[src/rtl/lbist_pkg.sv]
package lbist_pkg;

  localparam int unsigned LBIST_CNT_W = 8;

  typedef enum logic {
    REF_PIXCLK = 1'b0,
    REF_OSC    = 1'b1
  } ref_src_e;

endpackage

[src/rtl/lbist_ctrl.sv]
module lbist_ctrl
  import lbist_pkg::*;
(
  input  logic     clk,
  input  logic     rst,
  input  logic     en_pin,
  input  logic     en_cfg,
  input  ref_src_e src_in,
  output logic     active,
  output logic     start,
  output ref_src_e src_q
);

  logic en;

  assign en    = en_pin | en_cfg;
  assign start = en & ~active;

  always_ff @(posedge clk) begin
    if (rst) begin
      active <= 1'b0;
      src_q  <= REF_PIXCLK;
    end else begin
      active <= en;
      if (start) src_q <= src_in;
    end
  end


  req_follow_chk: assert property (@(posedge clk) disable iff (rst)
    (en_pin || en_cfg) |=> active);


  req_drop_chk: assert property (@(posedge clk) disable iff (rst)
    (!en_pin && !en_cfg) |=> !active);


  src_hold_chk: assert property (@(posedge clk) disable iff (rst)
    (active && $past(active)) |-> $stable(src_q));

endmodule

[src/rtl/lbist_err_cnt.sv]
module lbist_err_cnt #(
  parameter int unsigned W = 8
) (
  input  logic         clk,
  input  logic         rst,
  input  logic         clr,
  input  logic         inc,
  output logic [W-1:0] cnt
);

  localparam logic [W-1:0] MAX = {W{1'b1}};

  always_ff @(posedge clk) begin
    if (rst || clr)
      cnt <= '0;
    else if (inc && cnt != MAX)
      cnt <= cnt + 1'b1;
  end


  no_wrap_chk: assert property (@(posedge clk) disable iff (rst)
    (cnt == MAX && !clr) |=> cnt == MAX);


  start_clear_chk: assert property (@(posedge clk) disable iff (rst)
    clr |=> cnt == '0);

endmodule

[src/rtl/lbist_pass_drv.sv]
module lbist_pass_drv (
  input  logic clk,
  input  logic rst,
  input  logic start,
  input  logic active,
  input  logic frame_bad,
  output logic level,
  output logic pass_o
);

  logic seen_bad;
  logic pulse;

  always_ff @(posedge clk) begin
    if (rst) begin
      seen_bad <= 1'b0;
      pulse    <= 1'b0;
    end else begin
      pulse <= frame_bad;
      if (start)
        seen_bad <= 1'b0;
      else if (frame_bad)
        seen_bad <= 1'b1;
    end
  end

  assign level  = active | ~seen_bad;
  assign pass_o = level & ~(pulse & ~clk);


  pulse_src_chk: assert property (@(posedge clk) disable iff (rst)
    !frame_bad |=> !pulse);

endmodule

[src/rtl/lbist_status_mon.sv]
module lbist_status_mon
  import lbist_pkg::*;
#(
  parameter int unsigned CNT_W = LBIST_CNT_W
) (
  input  logic             clk,
  input  logic             rst,
  input  logic             bist_pin,
  input  logic             bist_cfg,
  input  logic             src_sel,
  input  logic             frame_vld,
  input  logic             frame_err,
  input  logic             lock_in,
  output logic             test_req,
  output logic             ref_src,
  output logic             pass_o,
  output logic [CNT_W-1:0] err_count,
  output logic             lock_status
);

  logic     start;
  logic     frame_bad;
  logic     level;
  ref_src_e src_q;

  lbist_ctrl u_ctrl (
    .clk    (clk),
    .rst    (rst),
    .en_pin (bist_pin),
    .en_cfg (bist_cfg),
    .src_in (ref_src_e'(src_sel)),
    .active (test_req),
    .start  (start),
    .src_q  (src_q)
  );

  assign ref_src   = src_q;
  assign frame_bad = test_req & frame_vld & frame_err;

  lbist_err_cnt #(.W(CNT_W)) u_cnt (
    .clk (clk),
    .rst (rst),
    .clr (start),
    .inc (frame_bad),
    .cnt (err_count)
  );

  lbist_pass_drv u_pass (
    .clk       (clk),
    .rst       (rst),
    .start     (start),
    .active    (test_req),
    .frame_bad (frame_bad),
    .level     (level),
    .pass_o    (pass_o)
  );

  always_ff @(posedge clk) begin
    if (rst) lock_status <= 1'b0;
    else     lock_status <= lock_in;
  end


  verdict_hold_chk: assert property (@(posedge clk) disable iff (rst)
    (!test_req && err_count != '0) |-> !level);


  lock_pass_chk: assert property (@(posedge clk) disable iff (rst)
    1'b1 |=> lock_status == $past(lock_in));

endmodule

[config.mk]
export PLATFORM = sky130hd
export DESIGN_NAME = lbist_status_mon
export DESIGN_NICKNAME = d
export VERILOG_FILES = /design/src/rtl/lbist_pkg.sv /design/src/rtl/lbist_ctrl.sv /design/src/rtl/lbist_err_cnt.sv /design/src/rtl/lbist_pass_drv.sv /design/src/rtl/lbist_status_mon.sv
export SDC_FILE = /design/constraint.sdc
export NUM_CORES = 1
export LEC_CHECK = 0
export BUFFER_PORTS_ARGS = -buffer_cell sky130_fd_sc_hd__buf_2
export CAP_MARGIN = 5
export CORE_MARGIN = 2
export CORE_UTILIZATION = 45
export CTS_CLUSTER_SIZE = 24
export DETAILED_ROUTE_END_ITERATION = 10
export HOLD_SLACK_MARGIN = 0.12
export PLACE_DENSITY = 0.72
export SYNTH_ARGS = -nofsm -noshare
export SYNTH_HDL_FRONTEND = slang
export SYNTH_SLANG_ARGS = --single-unit
[constraint.sdc]
create_clock -name clk -period 3.2 [get_ports clk]
set_clock_uncertainty 0.1 [all_clocks]
set_input_delay 0.16 -clock clk [delete_from_list [all_inputs] [get_ports clk]]
set_output_delay 0.16 -clock clk [all_outputs]
set_load 0.005 [all_outputs]
======== After elaboration in Yosys (flattened, before gate mapping) ========
Cells that the tools add are included.
operators by class
  $add $sub $neg .......................... 1
  equal/unequal tests ..................... 1
  bitwise gates (word level) .............. 11
  reduce and logical (&&, ||, !) cells .... 3
operator list
  kind                 number
  $add 8x1->8 const B  1
  $ne 8x8->1 const B   1
  $and 1x1->1          5
  $not 1->1            4
  $or 1x1->1           2
  $reduce_or 2->1      1
  $logic_and 1x1->1    1
  $logic_or 1x1->1     1
storage, ports and cells
  register bits after elaboration ......... 13
  bits of input ports ..................... 8
  output and inout port bits .............. 12
  logic and storage cells ................. 22

======== Depth between registers and ports, before layout ========
Gate-level depths: netlist of the first run.
  depth after elaboration ................. 4
  mapped depth ............................ 5
  mapped depth without buffers ............ 5

======== Cells and area by module ========
From an unflattened synthesis of the first run, not the netlist that was laid out.
unflattened totals
  cell total of the unflattened synthesis .. 67
  area total of the unflattened synthesis .. 630.6 um^2
by module, submodules not included
  module            times used  cells each  area an instance (um^2)  seq. area each (um^2)
  lbist_err_cnt     1           48          421.7                    160.2
  lbist_pass_drv    1           8           96.3                     40.0
  lbist_ctrl        1           8           80.1                     40.0
  lbist_status_mon  1           3           32.5                     20.0

==> results.ini, run 1 <==
[run_status]
outcome=finished clean

[detailed_routing]
first_iter_violations=8
first_pass_iters=3
avgViaCountPerCell=4.982
drc_errors=0
drt_wl_total_um=1154
post_drt_wl_per_cell_um=10.59
vias=543
final_antenna_net_count=0

[floorplanning]
die_w_um=40.95
die_area_sq_um=1677
row_count=13
start_util_pct=47.81
io_pins=20
die_h_um=40.95
core_area_sq_um=1285

[yosys]
yosysWarningCount=0
synth_top_cell_by_area=dfxtp_1
synth_top_area_share_pct=42.36
synthTopCellsByArea=dfxtp_1, nor2_1, mux2i_1
syn_inst=66
avgSynthCellArea_sq_um=9.308
syn_area_sq_um=614.3
ys_seq_area_share_pct=42.36
synth_seq_cells=13
syn_nets=75
yosysUniqueCellTypes=27

[grt]
grt.overflow.total=0
grt_start_max_net_pins=10
grt_pass1_vias=458
grt_pass1_wl_um=1863
antenna_found_initial=0
gr-usage-all-layers_pct=17.42

[power]
ir_drop_v=0.0003284
power_density_nw_per_um2=396.7
p_leak_nw=0.3500

[timing]
finalSetupTns_ps=0
slew_headroom_pct=59.63
hold_viol=0
setup_slack_ps=821.1
finalSetupViolations=0
grt_setup_unrepaired=no
worst_pin_slew_ps=605.5
maxSlewViolCount=0

[layout]
final_cell_mix=buf_2, nor2_1, dfxtp_1, dlygate4sd3_1, nand2_1
multi_input_area_sq_um=337.8
n_fill_cell=119
drive_gt1_share_pct=34.04
syn2layout_area_growth_pct=33.40
final_common_cell=buf_2
n_antenna_cell=0
register_area_sq_um=260.3
fin_area_sq_um=819.5
fin_nets=104
finalNonFillerCells=109

[place]
hpwlAfterDp_um=812.4
gp_congestion=0.6627
placed_area_sq_um=723.2
numPortBuffers=19
dpl_worst_slack_ps=1140
place_inst=99

[flow_run]
drv_cap=0

[worst_setup_path]
critPathLaunchType=clock port
critPathCaptureType=output port
path_class=clk2out
crit_required_ps=2940
arrival_ps=2120
cp_max_fo=8

[clock_network]
clock_latency_ps=280
cts_resized=0
htreeDepth=1
cts_tree=built
root_buffer=clkbuf_4
cts_buffer_depth=2
path_clk_slew_ps=80
cts_buffers=3

[min_path]
min_path_type=in2reg

[final cells by class]
cell class                 count  share of cell area [%]
clock buffer                   5                   5.038
clock inverter                 1                  0.4580
inverter                       2                  0.9160
multi-input combinational     49                   41.22
sequential                    13                   31.76
tap                           15                   2.290
timing repair buffer          24                   18.32
[through the flow]
| stage | hold slack [ps] | util [%] | total power [mW] |
|---|---|---|---|
| floorplan | 129.1 | - | 0.1870 |
| global placement | 273.0 | 56.28 | 0.1970 |
| detailed placement | 273.2 | 56.28 | 0.1971 |
| CTS | 154.1 | 63.78 | 0.3290 |
| global route | 212.6 | 63.78 | 0.3375 |
| finish | 159.0 | 63.78 | 0.3251 |
[cell usage after synthesis (all sizes together)]
cell     n
nor2    15
dfxtp   13
nand2    6
mux2i    4
nand3    4
nor3     4
inv      3
a21oi    2
o21ai    2
a211oi   1
a22oi    1
and3     1
buf      1
ha       1
nand4    1
nor2b    1
nor4     1
o2111a   1
o311a    1
o31ai    1
or2      1
xor2     1
[report_power, final]
group | internal, mW | switching [mW]
combinational | 0.0136 | 0.0117
sequential | 0.165 | 0.00265
clock | 0.0718 | 0.0605
[logic make-up after synthesis]
| group | synth area share (%) |
|---|---|
| AND/OR/NAND/NOR | 32.39 |
| flip-flops | 42.36 |
| AO/OA/AOI/OAI | 12.63 |
| buffers and inverters | 2.647 |
| multiplexers | 6.518 |
| XOR/XNOR | 1.426 |
| adder cells (fa/ha/maj) | 2.036 |
[worst max-delay path: stages]
cell	delay (ps)
clkbuf_4	120
clkbuf_4	160
inv_1	60
a22oi_1	60
buf_2	130
[metal layers]
metal | routed length (um) | track usage, %
met5 | 0 | 0
met4 | 14 | 13.33
met3 | 42 | 3.261
met2 | 554 | 25.00
met1 | 543 | 22.67
[repair_timing]
item / CTS / global route
endpoints found under the hold margin: 4 / 0
hold buffers: 6 / 0
setup endpoints to repair: 0 / 0
setup buffers: 0 / 0
[registers in the layout, summed over array words and instances (netlist names)]
| signal | count |
|---|---|
| u_pass.seen_bad | 1 |
| u_cnt.cnt | 8 |
| u_ctrl.src_q | 1 |
| u_pass.pulse | 1 |
| u_ctrl.active | 1 |
| lock_status | 1 |
[path summary, 6_finish.rpt]
| check | slack (ps) | start | cells after the start | endpoint |
|---|---|---|---|---|
| worst max-delay path | 820 | clk | 5 | pass_o |
| worst min-delay path | 160 | bist_pin | 4 | u_ctrl.src_q |
| worst max register to register | 1630 | u_cnt.cnt[0] | 5 | u_cnt.cnt[1] |
| worst min register to register | 390 | u_pass.seen_bad | 2 | u_pass.seen_bad |
Note: power is estimated with default switching activity, not from simulation.
==> run 2: changes to the inputs <==
==> constraint.sdc (replaced) <==
create_clock -name clk -period 2.2 [get_ports clk]
set_clock_uncertainty 0.1 [all_clocks]
set_input_delay 0.11 -clock clk [delete_from_list [all_inputs] [get_ports clk]]
set_output_delay 0.11 -clock clk [all_outputs]
set_load 0.005 [all_outputs]
==> results.ini, run 2 (synthesis results as in run 1) <==
[clock_network]
clock_latency_ps=280  ; about the same
cts_buffers=3  ; unchanged
root_buffer=clkbuf_4
cts_tree=built
path_clk_slew_ps=80  ; about the same
postCtsSetupRepairBufs=0  ; unchanged
htreeDepth=1  ; unchanged
cts_buffer_depth=2  ; unchanged
cts_resized=0  ; unchanged

[timing]
worst_pin_slew_ps=605.5  ; unchanged
slew_headroom_pct=59.63  ; unchanged
fin_hold_ws_ps=217.4  ; +58.33 ps
maxSlewViolCount=0  ; unchanged
finalSetupViolations=0  ; unchanged
finalSetupTns_ps=0  ; unchanged
hold_viol=0  ; unchanged
grt_setup_unrepaired=no

[worst_setup_path]
cp_num_buf_inv=4  ; unchanged
cp_max_fo=8  ; unchanged
slowest_delay_ps=160  ; about the same
path_common_cell=clkbuf_4
crit_cells=5  ; unchanged
crit_family=buffers and inverters
crit_required_ps=1990  ; -950 ps
r2r-start=u_cnt.cnt[0]
critPathLaunch=clk
critPathLaunchType=clock port
arrival_ps=1620  ; -500 ps
rr_worst_depth=5  ; unchanged
worst_path_max_delay_cell=clkbuf_4
cp_cell_sequence=clkbuf_4 > clkbuf_4 > inv_1 > a22oi_1 > buf_2
critPathCaptureType=output port
path_class=clk2out

[grt]
gr-usage-all-layers_pct=17.53  ; +0.11 points
grt_start_max_net_pins=10  ; unchanged
antenna_found_initial=0  ; unchanged
grt_pass1_wl_um=1876  ; +0.70%
grt.overflow.total=0  ; unchanged
grt_pass1_vias=461  ; +0.66%

[detailed_routing]
vias=547  ; +0.74%
first_pass_iters=3  ; unchanged
first_iter_violations=8  ; unchanged
drt_wl_total_um=1160  ; +0.52%
avgViaCountPerCell=4.973  ; -0.18%
drc_errors=0  ; unchanged
post_drt_wl_per_cell_um=10.55  ; -0.39%
final_antenna_net_count=0  ; unchanged

[layout]
largest-register=u_cnt.cnt
final_core_util_pct=64.56  ; +0.78 points
finalNonFillerCells=110  ; +0.92%
fin_nets=105  ; +0.96%
largest_register_ffs=8  ; unchanged
final_cell_mix=buf_2, nor2_1, dfxtp_1, dlygate4sd3_1, nand2_1
n_antenna_cell=0  ; unchanged
final_common_cell=buf_2
drive_gt1_share_pct=33.68  ; -0.36 points
syn2layout_area_growth_pct=35.03

[place]
hpwlAfterDp_um=812.4  ; unchanged
numPortBuffers=19  ; unchanged
place_inst=99  ; unchanged
gp_congestion=0.6627  ; unchanged

[floorplanning]
io_pins=20  ; unchanged
die_area_sq_um=1677  ; unchanged
die_h_um=40.95  ; unchanged
core_area_sq_um=1285  ; unchanged
start_util_pct=47.81  ; unchanged
row_count=13  ; unchanged
die_w_um=40.95  ; unchanged

[min_path]
min_path_type=in2reg
holdCritStartpoint=frame_err
hold_depth=5  ; +1

[flow_run]
drv_cap=0  ; unchanged

[power]
total_power_mw=0.4745  ; +46%
p_leak_nw=0.3561  ; +1.8%
ir_drop_v=0.0004778  ; +45%
power_density_nw_per_um2=572.0  ; +44%

[run_status]
outcome=finished clean

==> run 2: changes by cell type in the layout (fill, tap and decap cells not counted), sizes merged <==
cell | previous run | this run
dlygate4sd3 | 6 | 7
==> run 2: through the flow <==
stage	setup WS [ps]	area, sq um
6_report	371.1	829.5
3_5_place_dp	638.1	723.2
2_1_floorplan	746.6	614.3
4_1_cts	359.4	829.5
5_1_grt	336.9	829.5
3_3_place_gp	690.7	723.2
==> run 2: cell type report <==
class	instances	area, sq um
sequential	13	260.3
tap	15	18.77
multi-input combinational	49	337.8
clock inverter	1	3.754
clock buffer	5	41.29
inverter	2	7.507
fill	118	455.4
timing repair buffer	25	160.2
==> run 2: final timing paths <==
check | to | slack, ps
worst max-delay path | pass_o | 370
worst min-delay path | u_cnt.cnt[6] | 220
worst max register to register | u_cnt.cnt[1] | 630
worst min register to register | u_pass.seen_bad | 390
==> run 2: worst min-delay path, stage by stage <==
cell,delay (ps)
buf_2,120
nand3_4,110
nor3_2,60
nor2_1,90
a211oi_1,50
==> run 2: routing by layer <==
layer / global-route usage [%] / part of all wire, % / vias to the layer above
met5: 0 / 0 / -
met4: 13.33 / 1.2 / 0
met3: 3.261 / 3.6 / 2
met2: 25.00 / 48 / 13
met1: 23.00 / 47 / 243
li1: - / - / 289
==> run 2: repair_timing <==
| item | in CTS | in global routing |
|---|---|---|
| setup endpoints to repair | 0 | 0 |
| endpoints found under the hold margin | 4 | 0 |
| hold buffers | 7 | 0 |
==> run 2: power breakdown <==
group / internal [mW] / switching (mW) / leakage (nW)
registers: 0.240 / 0.00386 / 0.106
logic: 0.0211 / 0.0173 / 0.221
clock network: 0.104 / 0.0880 / 0.0293
